===== config.mk =====
export PLATFORM = sky130hd
export DESIGN_NAME = sram_ctl
export DESIGN_NICKNAME = d
export VERILOG_FILES = /design/src/rtl/sram_ctl_pkg.sv /design/src/rtl/sram_ctl_timer.sv /design/src/rtl/sram_ctl_fsm.sv /design/src/rtl/sram_ctl_data.sv /design/src/rtl/sram_ctl.sv
export SDC_FILE = /design/constraint.sdc
export NUM_CORES = 1
export LEC_CHECK = 0
export ABC_AREA = 0
export ABC_CLOCK_PERIOD_IN_PS = 2600
export BUFFER_PORTS_ARGS = -buffer_cell sky130_fd_sc_hd__buf_4
export CAP_MARGIN = 0
export CORE_ASPECT_RATIO = 0.6
export CORE_MARGIN = 1.5
export CORE_UTILIZATION = 52
export CTS_CLUSTER_SIZE = 20
export DETAILED_ROUTE_END_ITERATION = 7
export PLACE_DENSITY = 0.92
export SLEW_MARGIN = 20
export SYNTH_ARGS = -nofsm -noshare
export SYNTH_HDL_FRONTEND = slang
export SYNTH_SLANG_ARGS = --single-unit
export TNS_END_PERCENT = 1

===== constraint.sdc =====
create_clock -name clk -period 2.6 [get_ports clk]
set_clock_uncertainty 0.15 [all_clocks]
set_input_delay 0.52 -clock clk [delete_from_list [all_inputs] [get_ports clk]]
set_output_delay 0.52 -clock clk [all_outputs]
set_load 0.02 [all_outputs]

===== src/rtl/sram_ctl_pkg.sv =====
`timescale 1ns/1ps
package sram_ctl_pkg;

  // one-hot so each state is a single flop
  typedef enum logic [5:0] {
    ST_IDLE = 6'b000001,
    ST_WSU  = 6'b000010,
    ST_WPL  = 6'b000100,
    ST_WHD  = 6'b001000,
    ST_RACC = 6'b010000,
    ST_TURN = 6'b100000
  } state_e;

  // nanoseconds to cycles, rounded up, at least one
  function automatic int unsigned ns2cyc(input int unsigned t_ns, input int unsigned clk_ns);
    int unsigned c;
    c = (t_ns + clk_ns - 1) / clk_ns;
    return (c == 0) ? 1 : c;
  endfunction

  function automatic int unsigned umax(input int unsigned a, input int unsigned b);
    return (a > b) ? a : b;
  endfunction

  // subtraction clamped at zero
  function automatic int unsigned usub(input int unsigned a, input int unsigned b);
    return (a > b) ? a - b : 0;
  endfunction

endpackage


===== src/rtl/sram_ctl_timer.sv =====
`timescale 1ns/1ps
module sram_ctl_timer #(
  parameter int CNT_W = 2
) (
  input  logic             clk,
  input  logic             rst_n,
  input  logic             load,
  input  logic [CNT_W-1:0] load_val,
  output logic             done
);
  logic [CNT_W-1:0] cnt_q;

  always_ff @(posedge clk or negedge rst_n) begin
    if (!rst_n)             cnt_q <= '0;
    else if (load)          cnt_q <= load_val;
    else if (cnt_q != '0)   cnt_q <= cnt_q - 1'b1;
  end

  assign done = (cnt_q == '0);

  // a loaded interval starts from the requested count
  p_timer_load_r10: assert property (@(posedge clk) disable iff (!rst_n)
    load |=> (cnt_q == $past(load_val)));

endmodule


===== src/rtl/sram_ctl_fsm.sv =====
`timescale 1ns/1ps
module sram_ctl_fsm
  import sram_ctl_pkg::*;
#(
  parameter int unsigned N_WSU = 1,
  parameter int unsigned N_WPL = 3,
  parameter int unsigned N_WHD = 1,
  parameter int unsigned N_RD  = 4,
  parameter int unsigned N_HZ  = 2,
  parameter int          CNT_W = 2
) (
  input  logic             clk,
  input  logic             rst_n,
  input  logic             req_valid,
  input  logic             req_write,
  input  logic             tmr_done,
  output logic             req_ready,
  output logic             accept,
  output logic             capture,
  output logic             tmr_load,
  output logic [CNT_W-1:0] tmr_val,
  output logic             sel_q,
  output logic             we_n_q,
  output logic             oe_n_q,
  output logic             dq_oe_q
);
  state_e state_q, state_d;

  always_comb begin
    state_d  = state_q;
    tmr_load = 1'b0;
    tmr_val  = '0;
    case (state_q)
      ST_IDLE: if (req_valid) begin
        tmr_load = 1'b1;
        if (req_write) begin
          state_d = ST_WSU;
          tmr_val = CNT_W'(N_WSU - 1);
        end else begin
          state_d = ST_RACC;
          tmr_val = CNT_W'(N_RD - 1);
        end
      end
      ST_WSU: if (tmr_done) begin
        state_d  = ST_WPL;
        tmr_load = 1'b1;
        tmr_val  = CNT_W'(N_WPL - 1);
      end
      ST_WPL: if (tmr_done) begin
        state_d  = ST_WHD;
        tmr_load = 1'b1;
        tmr_val  = CNT_W'(N_WHD - 1);
      end
      ST_WHD: if (tmr_done) state_d = ST_IDLE;
      ST_RACC: if (tmr_done) begin
        state_d  = ST_TURN;
        tmr_load = 1'b1;
        tmr_val  = CNT_W'(N_HZ - 1);
      end
      ST_TURN: if (tmr_done) state_d = ST_IDLE;
      default: state_d = ST_IDLE;
    endcase
  end

  // pins are registered from the next state so they never glitch
  always_ff @(posedge clk or negedge rst_n) begin
    if (!rst_n) begin
      state_q <= ST_IDLE;
      sel_q   <= 1'b0;
      we_n_q  <= 1'b1;
      oe_n_q  <= 1'b1;
      dq_oe_q <= 1'b0;
    end else begin
      state_q <= state_d;
      sel_q   <= (state_d == ST_WSU) || (state_d == ST_WPL) ||
                 (state_d == ST_WHD) || (state_d == ST_RACC);
      we_n_q  <= (state_d != ST_WPL);
      oe_n_q  <= (state_d != ST_RACC);
      dq_oe_q <= (state_d == ST_WPL) || (state_d == ST_WHD);
    end
  end

  assign req_ready = (state_q == ST_IDLE);
  assign accept    = req_ready && req_valid;
  assign capture   = (state_q == ST_RACC) && tmr_done;

  // the sample edge falls inside an enabled read
  p_capture_in_read_r6: assert property (@(posedge clk) disable iff (!rst_n)
    capture |-> (sel_q && !oe_n_q && we_n_q));

  // a taken request makes the block busy
  p_accept_busy_r2: assert property (@(posedge clk) disable iff (!rst_n)
    accept |=> !req_ready);

endmodule


===== src/rtl/sram_ctl_data.sv =====
`timescale 1ns/1ps
module sram_ctl_data #(
  parameter int ADDR_W = 18,
  parameter int DATA_W = 8
) (
  input  logic              clk,
  input  logic              rst_n,
  input  logic              accept,
  input  logic              capture,
  input  logic [ADDR_W-1:0] req_addr,
  input  logic [DATA_W-1:0] req_wdata,
  input  logic [DATA_W-1:0] dq_in,
  output logic [ADDR_W-1:0] addr_q,
  output logic [DATA_W-1:0] wdata_q,
  output logic [DATA_W-1:0] rdata_q,
  output logic              rvalid_q
);
  always_ff @(posedge clk or negedge rst_n) begin
    if (!rst_n) begin
      addr_q  <= '0;
      wdata_q <= '0;
    end else if (accept) begin
      addr_q  <= req_addr;
      wdata_q <= req_wdata;
    end
  end

  always_ff @(posedge clk or negedge rst_n) begin
    if (!rst_n) begin
      rdata_q  <= '0;
      rvalid_q <= 1'b0;
    end else begin
      rvalid_q <= capture;
      if (capture) rdata_q <= dq_in;
    end
  end

  // the address only moves when a request is taken
  p_addr_hold_r2: assert property (@(posedge clk) disable iff (!rst_n)
    !accept |=> $stable(addr_q));

endmodule


===== src/rtl/sram_ctl.sv =====
`timescale 1ns/1ps
module sram_ctl
  import sram_ctl_pkg::*;
#(
  parameter int          ADDR_W    = 18,
  parameter int          DATA_W    = 8,
  parameter int unsigned CLK_NS    = 20,
  parameter int unsigned T_RC_NS   = 70,
  parameter int unsigned T_AA_NS   = 70,
  parameter int unsigned T_DOE_NS  = 35,
  parameter int unsigned T_WC_NS   = 70,
  parameter int unsigned T_PWE_NS  = 50,
  parameter int unsigned T_SCE_NS  = 60,
  parameter int unsigned T_AW_NS   = 60,
  parameter int unsigned T_SD_NS   = 30,
  parameter int unsigned T_SA_NS   = 0,
  parameter int unsigned T_HD_NS   = 0,
  parameter int unsigned T_HZOE_NS = 25
) (
  input  logic              clk,
  input  logic              rst_n,
  input  logic              req_valid,
  output logic              req_ready,
  input  logic              req_write,
  input  logic [ADDR_W-1:0] req_addr,
  input  logic [DATA_W-1:0] req_wdata,
  output logic              rsp_valid,
  output logic [DATA_W-1:0] rsp_rdata,
  output logic [ADDR_W-1:0] mem_addr,
  output logic              mem_cs_n,
  output logic              mem_cs,
  output logic              mem_we_n,
  output logic              mem_oe_n,
  output logic [DATA_W-1:0] mem_dq_out,
  input  logic [DATA_W-1:0] mem_dq_in,
  output logic              mem_dq_oe
);
  localparam int unsigned N_WSU = ns2cyc(T_SA_NS, CLK_NS);
  localparam int unsigned N_WPL = umax(umax(ns2cyc(T_PWE_NS, CLK_NS), ns2cyc(T_SD_NS, CLK_NS)),
                                       umax(usub(ns2cyc(T_SCE_NS, CLK_NS), N_WSU),
                                            usub(ns2cyc(T_AW_NS, CLK_NS), N_WSU)));
  localparam int unsigned N_WHD = umax(ns2cyc(T_HD_NS, CLK_NS),
                                       usub(ns2cyc(T_WC_NS, CLK_NS), N_WSU + N_WPL));
  localparam int unsigned N_RD  = umax(umax(ns2cyc(T_AA_NS, CLK_NS), ns2cyc(T_DOE_NS, CLK_NS)),
                                       ns2cyc(T_RC_NS, CLK_NS));
  localparam int unsigned N_HZ  = ns2cyc(T_HZOE_NS, CLK_NS);
  localparam int unsigned N_MAX = umax(umax(umax(N_WSU, N_WPL), umax(N_WHD, N_RD)), N_HZ);
  localparam int          CNT_W = (N_MAX > 1) ? $clog2(N_MAX) : 1;

  logic             accept, capture, tmr_load, tmr_done, sel_q;
  logic [CNT_W-1:0] tmr_val;

  sram_ctl_timer #(.CNT_W(CNT_W)) u_timer (
    .clk(clk), .rst_n(rst_n), .load(tmr_load), .load_val(tmr_val), .done(tmr_done)
  );

  sram_ctl_fsm #(
    .N_WSU(N_WSU), .N_WPL(N_WPL), .N_WHD(N_WHD), .N_RD(N_RD), .N_HZ(N_HZ), .CNT_W(CNT_W)
  ) u_fsm (
    .clk(clk), .rst_n(rst_n), .req_valid(req_valid), .req_write(req_write),
    .tmr_done(tmr_done), .req_ready(req_ready), .accept(accept), .capture(capture),
    .tmr_load(tmr_load), .tmr_val(tmr_val), .sel_q(sel_q), .we_n_q(mem_we_n),
    .oe_n_q(mem_oe_n), .dq_oe_q(mem_dq_oe)
  );

  sram_ctl_data #(.ADDR_W(ADDR_W), .DATA_W(DATA_W)) u_data (
    .clk(clk), .rst_n(rst_n), .accept(accept), .capture(capture),
    .req_addr(req_addr), .req_wdata(req_wdata), .dq_in(mem_dq_in),
    .addr_q(mem_addr), .wdata_q(mem_dq_out), .rdata_q(rsp_rdata), .rvalid_q(rsp_valid)
  );

  assign mem_cs   = sel_q;
  assign mem_cs_n = ~sel_q;

  // never drive while the memory may be driving
  p_drive_oe_high_r4: assert property (@(posedge clk) disable iff (!rst_n)
    mem_dq_oe |-> mem_oe_n);

  // the write ends with data still on the bus
  p_write_end_driven_r5: assert property (@(posedge clk) disable iff (!rst_n)
    $rose(mem_we_n) |-> (mem_dq_oe && $stable(mem_dq_out)));

  // the two strobes are exclusive
  p_we_oe_excl_r6: assert property (@(posedge clk) disable iff (!rst_n)
    !mem_we_n |-> mem_oe_n);

  // one pulse per read
  p_rvalid_pulse_r6: assert property (@(posedge clk) disable iff (!rst_n)
    rsp_valid |=> !rsp_valid);

  // strobes only while selected
  p_strobe_sel_r8: assert property (@(posedge clk) disable iff (!rst_n)
    (!mem_we_n || !mem_oe_n) |-> (!mem_cs_n && mem_cs));

  // idle means standby
  p_idle_deselect_r8: assert property (@(posedge clk) disable iff (!rst_n)
    req_ready |-> (mem_cs_n && !mem_cs && mem_oe_n && mem_we_n && !mem_dq_oe));

  // the bus stays released in the cycle after a read ends
  p_turn_quiet_r9: assert property (@(posedge clk) disable iff (!rst_n)
    $rose(mem_oe_n) |=> !mem_dq_oe);

endmodule


### After elaboration in Yosys (flattened, before gate mapping)

Cells that the tools add are included.
Widths: inputs -> output; s select.

* bits in registers: 47
* input port bits: 38
* output and inout port bits: 41

* add/subtract/negate cells: 1
* eq/ne operators: 12
* muxes and demuxes: 17
* bitwise logic cells: 1
* reductions and logical operators: 11

Operators with widths (count)
* $mux 6: 5
* $pmux 6 s5: 1
* $eq 6x2->1 const B: 2
* $eq 6x3->1 const B: 2
* $eq 6x4->1 const B: 2
* $eq 6x5->1 const B: 2
* $mux 2: 5
* $eq 6x1->1 const B: 1
* $eq 6x6->1 const B: 1
* $ne 6x3->1 const B: 1
* $ne 6x5->1 const B: 1
* $pmux 2 s3: 1
* $mux 5: 1
* $logic_or 1x1->1: 4
* $reduce_bool 2->1: 2
* $mux 1: 3
* $reduce_or 3->1: 1
* $logic_and 1x1->1: 2
* $logic_not 2->1: 1
* $pmux 1 s2: 1
* $reduce_or 2->1: 1
* $sub 2x1->2 const B: 1
* $not 1->1: 1

### Longest topological paths before layout

* word-level depth: 7
* depth in mapped cells: 9
* mapped depth without buffers: 7

### By module

A second synthesis with hierarchy kept.

* cells, all modules: 168
* area total of the unflattened synthesis: 2203.4 µm²

By module, submodules not included
* sram_ctl_data: instances 1, cells an instance 73, area an instance 1390.1 µm², sequential area each 875.8 µm²
* sram_ctl_fsm: instances 1, cells an instance 82, area an instance 695.7 µm², sequential area each 254.0 µm²
* sram_ctl_timer: instances 1, cells an instance 12, area an instance 113.9 µm², sequential area each 50.0 µm²
* sram_ctl: instances 1, cells an instance 1, area an instance 3.8 µm², sequential area each 0.0 µm²

### Least setup slack after synthesis

Ideal clock, no wire load.

* path kind: reg-to-reg
* start point: register u_fsm.state_q[2]
* end point: register u_timer.cnt_q[0]
* setup time: 0.119 ns
* arrival: 1.492 ns
* setup slack: 0.840 ns
* stages on the path, launching flop included: 7
* cells stage by stage: dfrtp_1 -> buf_2 -> or3b_2 -> o21a_1 -> o21ai_0 -> a31oi_1 -> o21a_1

* word-level cells in the longest chain between the ends: 4
* elaborated cells on any way between the ends: 9

Ends and longest elaborated chain
* start: declaration: RTL line sram_ctl_fsm.sv:27 `state_e state_q, state_d;`
* start signal: assignment: RTL line sram_ctl_fsm.sv:74 `state_q <= state_d;`
* $eq 6x2->1, or another cell as far along: RTL line sram_ctl_fsm.sv:33 `case (state_q)`
* $reduce_or 3->1 (no source line)
* $pmux 1 s2: RTL line sram_ctl_fsm.sv:33
* $mux 2 or $reduce_bool 2->1 (tied branches)
* end signal: assignment: RTL line sram_ctl_timer.sv:15 `else if (load) cnt_q <= load_val;`
* end signal: assignment: RTL line sram_ctl_timer.sv:16 `else if (cnt_q != '0) cnt_q <= cnt_q - 1'b1;`
* end: declaration: RTL line sram_ctl_timer.sv:11 `logic [CNT_W-1:0] cnt_q;`

Parallel ways exist; a longest one is shown, timed or not.
A chain may end at the register's enable or synchronous reset.

### Worst setup path after layout

* start point: register u_fsm.state_q[2]
* end point: output req_ready

* word-level cells in the longest chain between the ends: 1

Ends and longest elaborated chain
* $eq 6x1->1: RTL line sram_ctl_fsm.sv:83 `assign req_ready = (state_q == ST_IDLE);`
* end: declaration: RTL line sram_ctl.sv:23 `output logic req_ready,`

Every way passes these cells.

==> results.md <==
- Seq/Total Area, Yosys: 55.7%
- Synth top area cells: dfrtp_1 52%, nand2_1 15%, mux2_2 4.3%
- # rows: 17
- Estimated wirelength of the detail-placed design: 3320 um
- Vias in the first global route: 1601
- Largest net degree at the start of global routing: 48
- Sw Pwr: 1.40 mW
- GR Overflow Total: 0
- Worst reg2reg endpoint: u_fsm.dq_oe_q
- Nets: 327
- Most frequent cell after synthesis: nand2_1
- Int Power: 2.08 mW
- Synth Register Bits: 47
- WL per Instance: 13.6 um
- Pre-antenna DRT Iters: 6
- Max Cap Viol: 0
- Total CTS buffers: 5
- Slew HR: 61.6%
- Mapped Nets: 252
- Detailed-route via count: 1744
- DR vias/cell: 5.19
- Cell accounting for the most synthesized area: dfrtp_1
- Initial drt markers: 125
- Post-Syn Area: 2120 um2
- Layout cells sized above 1: 36.3%
- Reg2reg path depth: 6
- Crit path capture type: output port
- FILL cells: 289
- Syn avg cell area: 9.95 um2
- Peak Freq: 421 MHz
- Comb pwr share: 48.8%
- Post-CTS Setup Bufs: 0
- Main synth FF type: dfrtp_1
- Chip width: 85.4 um
- Routability Congestion: 0.900
- PortBufs: 78
- Final Routed Wirelength: 4580 um
- Sw frac: 40.3%
- Area Growth Syn to Fin: 30.7%
- I/O pins: 79
- Worst-path clk slew: 0.08 ns
- Worst EP required: 1.93 ns
- PwrDens: 1260 nW/um2
- Startpoint types: flip-flop
- Leak: 1.47 nW
- Die area: 4480 um2
- Min cycle time layout: 2.38 ns
- Max Buffers Root-to-Sink: 2
- CTS resizes: 0
- Cell Count Post-Placement: 328
- Gate Count Post-Synth: 213
- Worst EP arrival: 1.71 ns
- CTS tree: yes
- Starting Density: 56.0%
- Core ar.: 3790 um2
- Post-route ant nets: 0
- Worst min-delay path category: input pin to asynchronous set/reset pin
- Die height: 52.5 um
- R2R setup slack: 0.48 ns
- Run status: finished with violations
- Power share of the clock group: 14.7%
- Violated checks: DRC
- Antenna violations before repair: 0
- Fin crit share: 91.4%
- Synth top cells by count: 82 x nand2_1, 44 x dfrtp_1, 9 x o21ai_0
- RSZ-0062 raised after global routing: false
- Finish-stage setup viols: 0
- Filler-free cell count of the finished design: 336
- Clock root cell: clkbuf_8
- Synth warn: 0
- Hold-fix buffers, CTS: 0
- CP Class: flip-flop to output port
- EDFF count, synth: 0
- First-pass GRT wire length: 7360 um
- # DRC: 4
- Crit Reg-Reg Startpoint: u_fsm.state_q[2]
- Async S/R FF share, synth: 100%
- Worst skew pair latency: 0.29 ns
- Worst-margin pin slew: 0.577 ns
- Cell variety after synth: 43
- Final hold violation count: 0
- GRT Resource Usage Total: 22.3%
- Flop pwr share: 36.5%
- Synth top area share: 51.9%
- Max Slew Vio Count: 0
- Critical Path Fanout Max: 13
- H-tree depth: 2
- # diodes: 0
- TNS Setup: 0 ns
- Clock sink total: 47
- Max VDD drop: 0.693 mV
layer usage:
layer / up-vias / track usage (%) / part of all wire [%]
met5: - / 0 / 0
met4: 0 / 7.26 / 0.46
met3: 2 / 7.40 / 8.2
met2: 78 / 33.9 / 45
met1: 823 / 30.5 / 46
li1: 841 / - / -
through the flow:
stage / hold slack, ns / area [um2] / power [mW] / utilization [%] / setup slack (ns)
floorplan: 0.0744 / 2120 / 2.38 / - / 0.840
global placement: 0.315 / 2660 / 2.91 / 70.4 / 0.580
detailed placement: 0.318 / 2660 / 2.99 / 70.4 / 0.493
CTS: 0.0865 / 2770 / 3.51 / 73.2 / 0.217
global route: 0.110 / 2770 / 3.71 / 73.2 / 0.101
finish: 0.0801 / 2770 / 3.48 / 73.2 / 0.224
power groups by stage:
stage	registers, mW	clock network [mW]	logic, mW
2_1_floorplan	1.58	0	0.801
3_3_place_gp	1.27	0	1.65
3_5_place_dp	1.28	0	1.71
4_1_cts	1.27	0.526	1.71
5_1_grt	1.31	0.561	1.85
6_report	1.27	0.510	1.70
flip-flops by register name, indices dropped and copies added (netlist names):
name / count
u_data.addr_q: 18
u_data.rdata_q: 8
u_data.wdata_q: 8
u_fsm.state_q: 6
u_timer.cnt_q: 2
u_data.rvalid_q: 1
u_fsm.dq_oe_q: 1
u_fsm.oe_n_q: 1
u_fsm.sel_q: 1
u_fsm.we_n_q: 1
cell type report:
cell class | count | area, um2 | share of cell area [%]
Clock buffer | 7 | 76.3 | 2.76
Clock inverter | 1 | 30.0 | 1.08
Inverter | 7 | 26.3 | 0.949
Multi-Input combinational cell | 147 | 798 | 28.8
Sequential cell | 47 | 1180 | 42.6
Tap cell | 47 | 58.8 | 2.12
Timing Repair Buffer | 80 | 601 | 21.7
how the worst max path moves through the flow:
stage | startpoint | end | slack (ns) | cells past startpoint
floorplan | u_fsm.state_q[2] | u_timer.cnt_q[0] | 0.84 | 6
global placement | u_fsm.state_q[2] | u_fsm.dq_oe_q | 0.58 | 6
detailed placement | u_fsm.state_q[2] | u_fsm.dq_oe_q | 0.49 | 6
CTS | u_fsm.state_q[2] | req_ready | 0.22 | 3
global route | u_fsm.state_q[2] | req_ready | 0.10 | 3
finish | u_fsm.state_q[2] | req_ready | 0.22 | 3
cell usage in the layout, fill, tap and decap left out, types with 2 or more instances in the layout:
cell type	synthesis	final
nor2_1	7	7
nor2b_1	2	2
o21ai_0	9	9
mux2_2	8	8
xnor2_1	2	2
nand2_1	82	82
dfstp_2	3	3
buf_4	0	80
a31oi_1	2	2
o21a_1	3	3
inv_1	6	6
xor2_1	3	3
dfrtp_1	44	44
clkbuf_1	2	2
nor4_1	3	3
and3b_1	2	2
clkbuf_8	0	5
worst max-delay path, cell delays in order, from the launching register on:
cell	delay, ns
dfrtp_1	0.52
nor4_2	0.36
and3b_1	0.35
buf_4	0.19
cell families after synthesis:
logic type	after synthesis	synth area share, %
AOI/OAI and AO/OA	21	6.73
muxes	9	4.72
adders and majority gates	1	0.590
DFF	47	55.7
buffers and inverters	19	6.67
and+or+nand+nor	111	23.6
xor gates and xnor gates	5	2.07
Note: power is estimated with default switching activity, not from simulation.
